**config.mk**
```make
export PLATFORM = sky130hd
export DESIGN_NAME = dual_irq_ctrl
export DESIGN_NICKNAME = d
export VERILOG_FILES = /design/src/rtl/irq_ctrl_pkg.sv /design/src/rtl/irq_sync_bank.sv /design/src/rtl/irq_attr_regs.sv /design/src/rtl/irq_pend_core.sv /design/src/rtl/dual_irq_ctrl.sv
export SDC_FILE = /design/constraint.sdc
export NUM_CORES = 2
export LEC_CHECK = 0
export BUFFER_PORTS_ARGS = -buffer_cell sky130_fd_sc_hd__buf_2
export CORE_MARGIN = 4
export CORE_UTILIZATION = 38
export DETAILED_ROUTE_END_ITERATION = 10
export RECOVER_POWER = 100
export SLEW_MARGIN = 30
export SYNTH_ARGS = -nofsm -noshare
export SYNTH_HDL_FRONTEND = slang
export SYNTH_SLANG_ARGS = --single-unit
```
**constraint.sdc**
```tcl
create_clock -name clk -period 16.8 [get_ports clk]
set_input_delay 2.52 -clock clk [delete_from_list [all_inputs] [get_ports clk]]
set_output_delay 2.52 -clock clk [all_outputs]
set_load 0.05 [all_outputs]
```
**src/rtl/irq_ctrl_pkg.sv**
```systemverilog
package irq_ctrl_pkg;
  // Attribute arrays in region 0, in address order
  typedef enum logic [1:0] {
    ARR_MODE  = 2'd0,
    ARR_SENSE = 2'd1,
    ARR_DEST  = 2'd2,
    ARR_EN    = 2'd3
  } attr_arr_e;

  // Word arrays in region 1, in address order
  typedef enum logic [1:0] {
    ST_CLEAR = 2'd0,
    ST_VIEW1 = 2'd1,
    ST_VIEW0 = 2'd2
  } stat_arr_e;

  localparam int SUMMARY_WORD = 31;
  localparam int VIEW0_SHIFT  = 8;
endpackage

```
**src/rtl/irq_sync_bank.sv**
```systemverilog
module irq_sync_bank #(
  parameter int W = 224
) (
  input  logic         clk,
  input  logic         rst,
  input  logic [W-1:0] async_i,
  output logic [W-1:0] sync_o,
  output logic [W-1:0] prev_o
);
  logic [W-1:0] meta_q;

  always_ff @(posedge clk) begin
    if (rst) begin
      meta_q <= '0;
      sync_o <= '0;
      prev_o <= '0;
    end else begin
      meta_q <= async_i;
      sync_o <= meta_q;
      prev_o <= sync_o;
    end
  end
endmodule

```
**src/rtl/irq_attr_regs.sv**
```systemverilog
module irq_attr_regs
  import irq_ctrl_pkg::*;
#(
  parameter int NG = 7,
  parameter int DW = 32,
  localparam int GW = (NG > 1) ? $clog2(NG) : 1,
  localparam int NS = NG * DW
) (
  input  logic          clk,
  input  logic          rst,
  input  logic          wr_en,
  input  logic [1:0]    sel_arr,
  input  logic [GW-1:0] sel_word,
  input  logic [DW-1:0] wdata,
  output logic [DW-1:0] rdata,
  output logic [NS-1:0] mode_v,
  output logic [NS-1:0] sense_v,
  output logic [NS-1:0] dest_v,
  output logic [NS-1:0] en_v
);
  logic [DW-1:0] mode_q  [NG];
  logic [DW-1:0] sense_q [NG];
  logic [DW-1:0] dest_q  [NG];
  logic [DW-1:0] en_q    [NG];

  always_ff @(posedge clk) begin
    if (rst) begin
      for (int g = 0; g < NG; g++) begin
        mode_q[g]  <= '1;
        sense_q[g] <= '0;
        dest_q[g]  <= '1;
        en_q[g]    <= '0;
      end
    end else if (wr_en) begin
      case (attr_arr_e'(sel_arr))
        ARR_MODE:  mode_q[sel_word]  <= wdata;
        ARR_SENSE: sense_q[sel_word] <= wdata;
        ARR_DEST:  dest_q[sel_word]  <= wdata;
        default:   en_q[sel_word]    <= wdata;
      endcase
    end
  end

  always_comb begin
    case (attr_arr_e'(sel_arr))
      ARR_MODE:  rdata = mode_q[sel_word];
      ARR_SENSE: rdata = sense_q[sel_word];
      ARR_DEST:  rdata = dest_q[sel_word];
      default:   rdata = en_q[sel_word];
    endcase
  end

  for (genvar g = 0; g < NG; g++) begin : g_flat
    assign mode_v[g*DW +: DW]  = mode_q[g];
    assign sense_v[g*DW +: DW] = sense_q[g];
    assign dest_v[g*DW +: DW]  = dest_q[g];
    assign en_v[g*DW +: DW]    = en_q[g];
  end
endmodule

```
**src/rtl/irq_pend_core.sv**
```systemverilog
module irq_pend_core #(
  parameter int NG = 7,
  parameter int DW = 32,
  localparam int GW = (NG > 1) ? $clog2(NG) : 1,
  localparam int NS = NG * DW
) (
  input  logic          clk,
  input  logic          rst,
  input  logic [NS-1:0] sync_i,
  input  logic [NS-1:0] prev_i,
  input  logic [NS-1:0] mode_v,
  input  logic [NS-1:0] sense_v,
  input  logic          clr_we,
  input  logic [GW-1:0] clr_word,
  input  logic [DW-1:0] clr_data,
  output logic [NS-1:0] pend_v
);
  logic [NS-1:0] act_now, act_old, edge_hit, clr_mask, edge_q;

  assign act_now  = sync_i ^ sense_v;
  assign act_old  = prev_i ^ sense_v;
  assign edge_hit = act_now & ~act_old;

  for (genvar g = 0; g < NG; g++) begin : g_clr
    assign clr_mask[g*DW +: DW] = (clr_we && (clr_word == GW'(g))) ? clr_data : '0;
  end

  // Edge has priority over a simultaneous clear
  always_ff @(posedge clk) begin
    if (rst) edge_q <= '0;
    else     edge_q <= (edge_q & ~clr_mask) | edge_hit;
  end

  assign pend_v = (mode_v & edge_q) | (~mode_v & act_now);

  // Sticky: a set bit survives unless a clear hit it
  p_edge_sticky_r5: assert property (@(posedge clk) disable iff (rst)
    ((($past(edge_q) & ~$past(clr_mask)) & ~edge_q) == '0));

  // A bit rises only from a detected edge
  p_set_by_edge_r5: assert property (@(posedge clk) disable iff (rst)
    (((edge_q & ~$past(edge_q)) & ~$past(edge_hit)) == '0));

  // An edge coinciding with a clear keeps the bit
  p_edge_wins_r7: assert property (@(posedge clk) disable iff (rst)
    (($past(edge_hit) & ~edge_q) == '0));

  // A bit falls only where a one was written
  p_clear_only_ones_r6: assert property (@(posedge clk) disable iff (rst)
    ((($past(edge_q) & ~edge_q) & ~$past(clr_mask)) == '0));
endmodule

```
**src/rtl/dual_irq_ctrl.sv**
```systemverilog
module dual_irq_ctrl
  import irq_ctrl_pkg::*;
#(
  parameter int NG = 7,
  parameter int DW = 32,
  parameter int AW = 8
) (
  input  logic             clk,
  input  logic             rst,
  input  logic [NG*DW-1:0] src_i,
  input  logic             req_valid,
  input  logic             req_write,
  input  logic             req_region,
  input  logic [AW-1:0]    req_addr,
  input  logic [DW-1:0]    req_wdata,
  output logic             rsp_valid,
  output logic [DW-1:0]    rsp_rdata,
  output logic             irq0_o,
  output logic             irq1_o
);
  localparam int NS = NG * DW;
  localparam int IW = AW - 2;
  localparam int GW = (NG > 1) ? $clog2(NG) : 1;

  logic [IW-1:0] widx, arr_sel;
  logic [GW-1:0] word_sel;
  logic          attr_hit, attr_wr, clr_we, rd_req;
  logic [DW-1:0] attr_rdata, stat_rdata, rd_mux, summary;
  logic [NS-1:0] sync_v, prev_v, mode_v, sense_v, dest_v, en_v, pend_v;
  logic [NS-1:0] view0, view1;
  logic [NG-1:0] grp0, grp1;

  assign widx     = req_addr[AW-1:2];
  assign arr_sel  = widx / IW'(NG);
  assign word_sel = GW'(widx % IW'(NG));
  assign attr_hit = (arr_sel < IW'(4));
  assign attr_wr  = req_valid && req_write && !req_region && attr_hit;
  assign clr_we   = req_valid && req_write && req_region && (arr_sel == IW'(ST_CLEAR));
  assign rd_req   = req_valid && !req_write;

  irq_sync_bank #(.W(NS)) u_sync (
    .clk(clk), .rst(rst), .async_i(src_i), .sync_o(sync_v), .prev_o(prev_v)
  );

  irq_attr_regs #(.NG(NG), .DW(DW)) u_attr (
    .clk(clk), .rst(rst), .wr_en(attr_wr), .sel_arr(arr_sel[1:0]),
    .sel_word(word_sel), .wdata(req_wdata), .rdata(attr_rdata),
    .mode_v(mode_v), .sense_v(sense_v), .dest_v(dest_v), .en_v(en_v)
  );

  irq_pend_core #(.NG(NG), .DW(DW)) u_pend (
    .clk(clk), .rst(rst), .sync_i(sync_v), .prev_i(prev_v),
    .mode_v(mode_v), .sense_v(sense_v), .clr_we(clr_we),
    .clr_word(word_sel), .clr_data(req_wdata), .pend_v(pend_v)
  );

  assign view0 = pend_v & en_v & dest_v;
  assign view1 = pend_v & en_v & ~dest_v;

  for (genvar g = 0; g < NG; g++) begin : g_sum
    assign grp0[g] = |view0[g*DW +: DW];
    assign grp1[g] = |view1[g*DW +: DW];
  end

  always_comb begin
    summary = '0;
    summary[NG-1:0] = grp1;
    summary[VIEW0_SHIFT +: NG] = grp0;
  end

  always_comb begin
    if (widx == IW'(SUMMARY_WORD))           stat_rdata = summary;
    else if (arr_sel == IW'(ST_VIEW1))       stat_rdata = view1[word_sel*DW +: DW];
    else if (arr_sel == IW'(ST_VIEW0))       stat_rdata = view0[word_sel*DW +: DW];
    else                                     stat_rdata = '0;
  end

  always_comb begin
    if (req_region)    rd_mux = stat_rdata;
    else if (attr_hit) rd_mux = attr_rdata;
    else               rd_mux = '0;
  end

  always_ff @(posedge clk) begin
    if (rst) begin
      rsp_valid <= 1'b0;
      rsp_rdata <= '0;
      irq0_o    <= 1'b0;
      irq1_o    <= 1'b0;
    end else begin
      rsp_valid <= rd_req;
      rsp_rdata <= rd_req ? rd_mux : '0;
      irq0_o    <= |grp0;
      irq1_o    <= |grp1;
    end
  end

  p_read_resp_r2: assert property (@(posedge clk) disable iff (rst)
    rd_req |=> rsp_valid);
  p_no_stray_resp_r2: assert property (@(posedge clk) disable iff (rst)
    !rd_req |=> !rsp_valid);
  p_irq0_source_r10: assert property (@(posedge clk) disable iff (rst)
    irq0_o |-> $past(|view0));
  p_irq1_source_r10: assert property (@(posedge clk) disable iff (rst)
    irq1_o |-> $past(|view1));
  p_view_routed_r8: assert property (@(posedge clk) disable iff (rst)
    ((view0 & view1) == '0) && (((view0 | view1) & ~en_v) == '0));
endmodule

```
==> metrics.log <==
[metrics] run status: finished, violations left
[metrics] failing checks: max-capacitance violations, max-slew violations
[metrics] Final #Nets: 9413
[metrics] internal power: 8.592 mW
[metrics] Final Core Density: 43.48%
[metrics] cts bufs inserted: 213
[metrics] detailed-route via count: 76970
[metrics] worst-margin pin slew: around 4500 ps
[metrics] first-pass detailed-route iteration total: 8
[metrics] share of the clock period used by the worst path: 82.21%
[metrics] Total Routed Length: 443200 um
[metrics] H-tree levels: 4
[metrics] global-route usage over all layers: 35.88%
[metrics] arrival time of the worst setup path: 14190 ps
[metrics] list of most frequent post-synthesis cells: nand2_1 (1174), dfxtp_1 (1059), nor2b_1 (1009)
[metrics] largest fanout of any net on the critical path: 33
[metrics] FFs w/ async S/R, synth: 0%
[metrics] vias per inst: a little over 6
[metrics] iteration-0 DRC count of the detailed router: 9683
[metrics] setup repair after global routing missed its margin: false
[metrics] ratio of cells with drive above 1 in the final layout: 10.14%
[metrics] worst rel slew slack: -200.9%
[metrics] DRC errors left: 0
[metrics] synth warn: 0
[metrics] Detail Placement HPWL: 305400 um
[metrics] Mapped Area: approximately 0.09 mm^2
[metrics] num ports: approximately 300
[metrics] post-detailed-route count of antenna-violating nets: 0
[metrics] Synth-to-Final Area Change: 13.69%
[metrics] post-route worst setup slack: around 3000 ps
[metrics] width of the chip: ~500 um
[metrics] final sum of negative setup slack: 0 ps
[metrics] drt wl/cell: 35.78 um
[metrics] pins over their slew limit: 1523
[metrics] Port Buf Inserts: 301
[metrics] area taken by flip-flops and latches: 0.04811 mm^2
[metrics] time the final worst path needs with I/O delays and setup: 13810 ps
[metrics] clock sinks: 1955
[metrics] via count of the first global-routing pass: 73930
[metrics] Synth Area per Inst: approximately 10 um^2
[metrics] kind of capture point of the worst setup path: register
[metrics] Fillers: approximately 22000
[metrics] largest net degree at the start of global routing: 160
[metrics] critical path data required time: 17180 ps
[metrics] Synthesized Nets: 9281
[metrics] Clk pwr share: 39.6%
[metrics] post-synthesis cell type with the largest combined area: edfxtp_1
[metrics] count of buffers added by post-CTS timing repair for setup: 0
[metrics] placement-stage worst setup slack: between 5000 and 6000 ps
[metrics] Seq pwr share: a little over two fifths
[metrics] crit path launch type: primary input
[metrics] leading post-synthesis cells by cell area: edfxtp_1 (31%), dfxtp_1 (24%), nor2b_1 (7.2%), nand2_1 (5.0%), nor2_1 (3.5%)
[metrics] Top FF cell, synth: dfxtp_1
[metrics] upper clock frequency limit: 0.07241 GHz
[metrics] number of enable flip-flop cells after synthesis: around 900
[metrics] maximum VDD drop: 0.08736 mV
[metrics] max cap viols: 45
[metrics] setup clock skew after layout: 37.60 ps
[metrics] leakage power of the design: 35.42 nW
[metrics] core outline area: 0.2303 mm^2
[metrics] Clock transition at path regs: 60 ps
[metrics] power density over cell area: 125.6 mW/mm^2
[metrics] Clk Tree Root Cell: clkbuf_16
[metrics] area of combinational cells with multiple inputs: 0.03708 mm^2
[metrics] vertical extent of the die: roughly 490 um
[metrics] dominant cell by count in the synthesized netlist: nand2_1
[metrics] share of the synthesized area in the top cell type: between 30% and 40%
[metrics] number of cells produced by synthesis: 9010
[metrics] final hold viol count: 0
[metrics] Seq/Total Area, Yosys: a little over half
[metrics] total overflow reported by the global router: 0
[metrics] initial core utilization: 38.25%
[metrics] final standard cell count with taps included and fillers excluded: 12390
[metrics] share of total power consumed by net switching: 31.71%
[metrics] worst setup path category: primary input to register
[metrics] clk_lat worst skew: around 910 ps
[metrics] Die Outline Area: 0.2396 mm^2
[metrics] #FFs+latches synth: 1955
[metrics] P_sw: 3.989 mW
[metrics] Row Count: 176
[metrics] number of antenna violations at the first check in global routing: 37
[metrics] CTS tree: done
[metrics] maximum count of clock buffers along a single path: 3
[metrics] number of buffers added to fix hold violations after cts: 0
[metrics] count of instances resized after the clock tree is built: 0
[metrics] Post-Place Cells: around 12000
[metrics] wire length of the first global-routing pass: roughly 600000 um
[metrics] Netlist cell types: 96
[metrics] share of power burned in combinational logic: 17.9%
[metrics] number of setup violations in the final report: 0
[metrics] class of the most critical hold timing path: register to register
[metrics] Final Wtd Congestion: 1.036
[final timing paths]
path                            slack, ps  cells after the start                 start                   end
worst max-delay path                 2990                     17           req_addr[7]  u_attr.sense_q[3][8]
worst min-delay path                  430                      1    u_sync.meta_q[182]    u_sync.sync_o[182]
worst max register to register      12180                     11  u_attr.sense_q[3][5]          rsp_rdata[3]
worst min register to register        430                      1    u_sync.meta_q[182]    u_sync.sync_o[182]
[layout make-up]
class / count / share of cell area (%)
Sequential cell: 1955 / 48.03
Multi-Input combinational cell: 6283 / 37.02
Timing Repair Buffer: 489 / 2.839
Inverter: 200 / 0.7545
Clock inverter: 84 / 0.9918
Clock buffer: 321 / 6.519
Tap cell: 3026 / 3.780
Antenna cell: 28 / 0.06995
[flip-flops by register name, summed over array words and instances, names as in the netlist, 32 cells and up]
name,count
u_sync.prev_o,224
u_sync.meta_q,224
rsp_rdata,32
u_attr.en_q,256
u_attr.sense_q,256
u_sync.sync_o,224
u_pend.edge_q,224
u_attr.mode_q,256
u_attr.dest_q,256
[cell families (layout without fill, tap and decap cells)]
logic type,after synthesis,in the layout,share of synthesized area [%]
AO/OA/AOI/OAI,1725,1725,14.23
XOR/XNOR,167,167,1.660
adder cells (fa/ha/maj),2,2,0.02840
buffers and inverters,772,1094,3.639
flip-flops,1955,1955,54.60
multiplexers,80,80,0.9260
other,0,28,0
AND/OR/NAND/NOR,4309,4309,24.91
[worst max-delay path, stage by stage]
cell	delay (ps)
clkbuf_1	480
xnor2_1	260
mux2i_1	330
ha_1	380
a21oi_1	150
a21oi_1	430
nor2_1	130
a21oi_1	220
inv_1	730
ha_1	740
nand2b_1	280
a21oi_1	1320
o32a_1	1540
nand2_1	250
or4_4	950
nand2_2	190
clkbuf_1	3190
[power by group through the flow]
stage	Clock (mW)	Sequential, mW	Combinational (mW)
finish	4.99	5.35	2.25
global route	5.24	5.36	2.24
CTS	5.05	5.34	2.15
detailed placement	0	5.44	2.14
global placement	0	5.43	2.13
floorplan	0	5.37	1.08
[cell usage in the layout (no fill, tap or decap), types with 97 or more instances in the layout]
cell type  synthesis  layout
a21oi_1          190     192
a221oi_1         242     242
a31oi_1          214     211
buf_2            186     263
buf_4             16     138
clkbuf_1         335     127
clkbuf_16          0     232
dfxtp_1         1059    1059
edfxtp_1         896     896
inv_1            198     198
nand2_1         1174    1171
nand2b_1         291     291
nand3_1          166     167
nand4_1           97      97
nor2_1           830     817
nor2b_1         1009    1009
nor3_1           121     125
nor3b_1          167     167
o2111ai_1        111     111
o211ai_1         120     120
o21ai_0          243     240
o221ai_1         241     240
or2_2            111     107
xnor2_1          105     105
[metal layers]
layer / wire [um] / part of all wire, % / global-route usage (%) / vias to the layer above
li1: - / - / - / 32630
met1: 159000 / 36 / 42.09 / 38140
met2: 196400 / 44 / 55.92 / 4812
met3: 41150 / 9.3 / 7.832 / 1384
met4: 46660 / 11 / 30.63 / 6
met5: 38 / 0.0086 / 0.1006 / -
[through the flow]
step	instance area [um^2]	power, mW	hold slack [ps]
finish	100200	12.58	425.4
global route	100100	12.84	449.5
floorplan	88100	6.450	413.8
global placement	92890	7.569	422.6
CTS	100500	12.54	426.3
detailed placement	92930	7.585	423.1
Power figures use the tool's default switching activity.
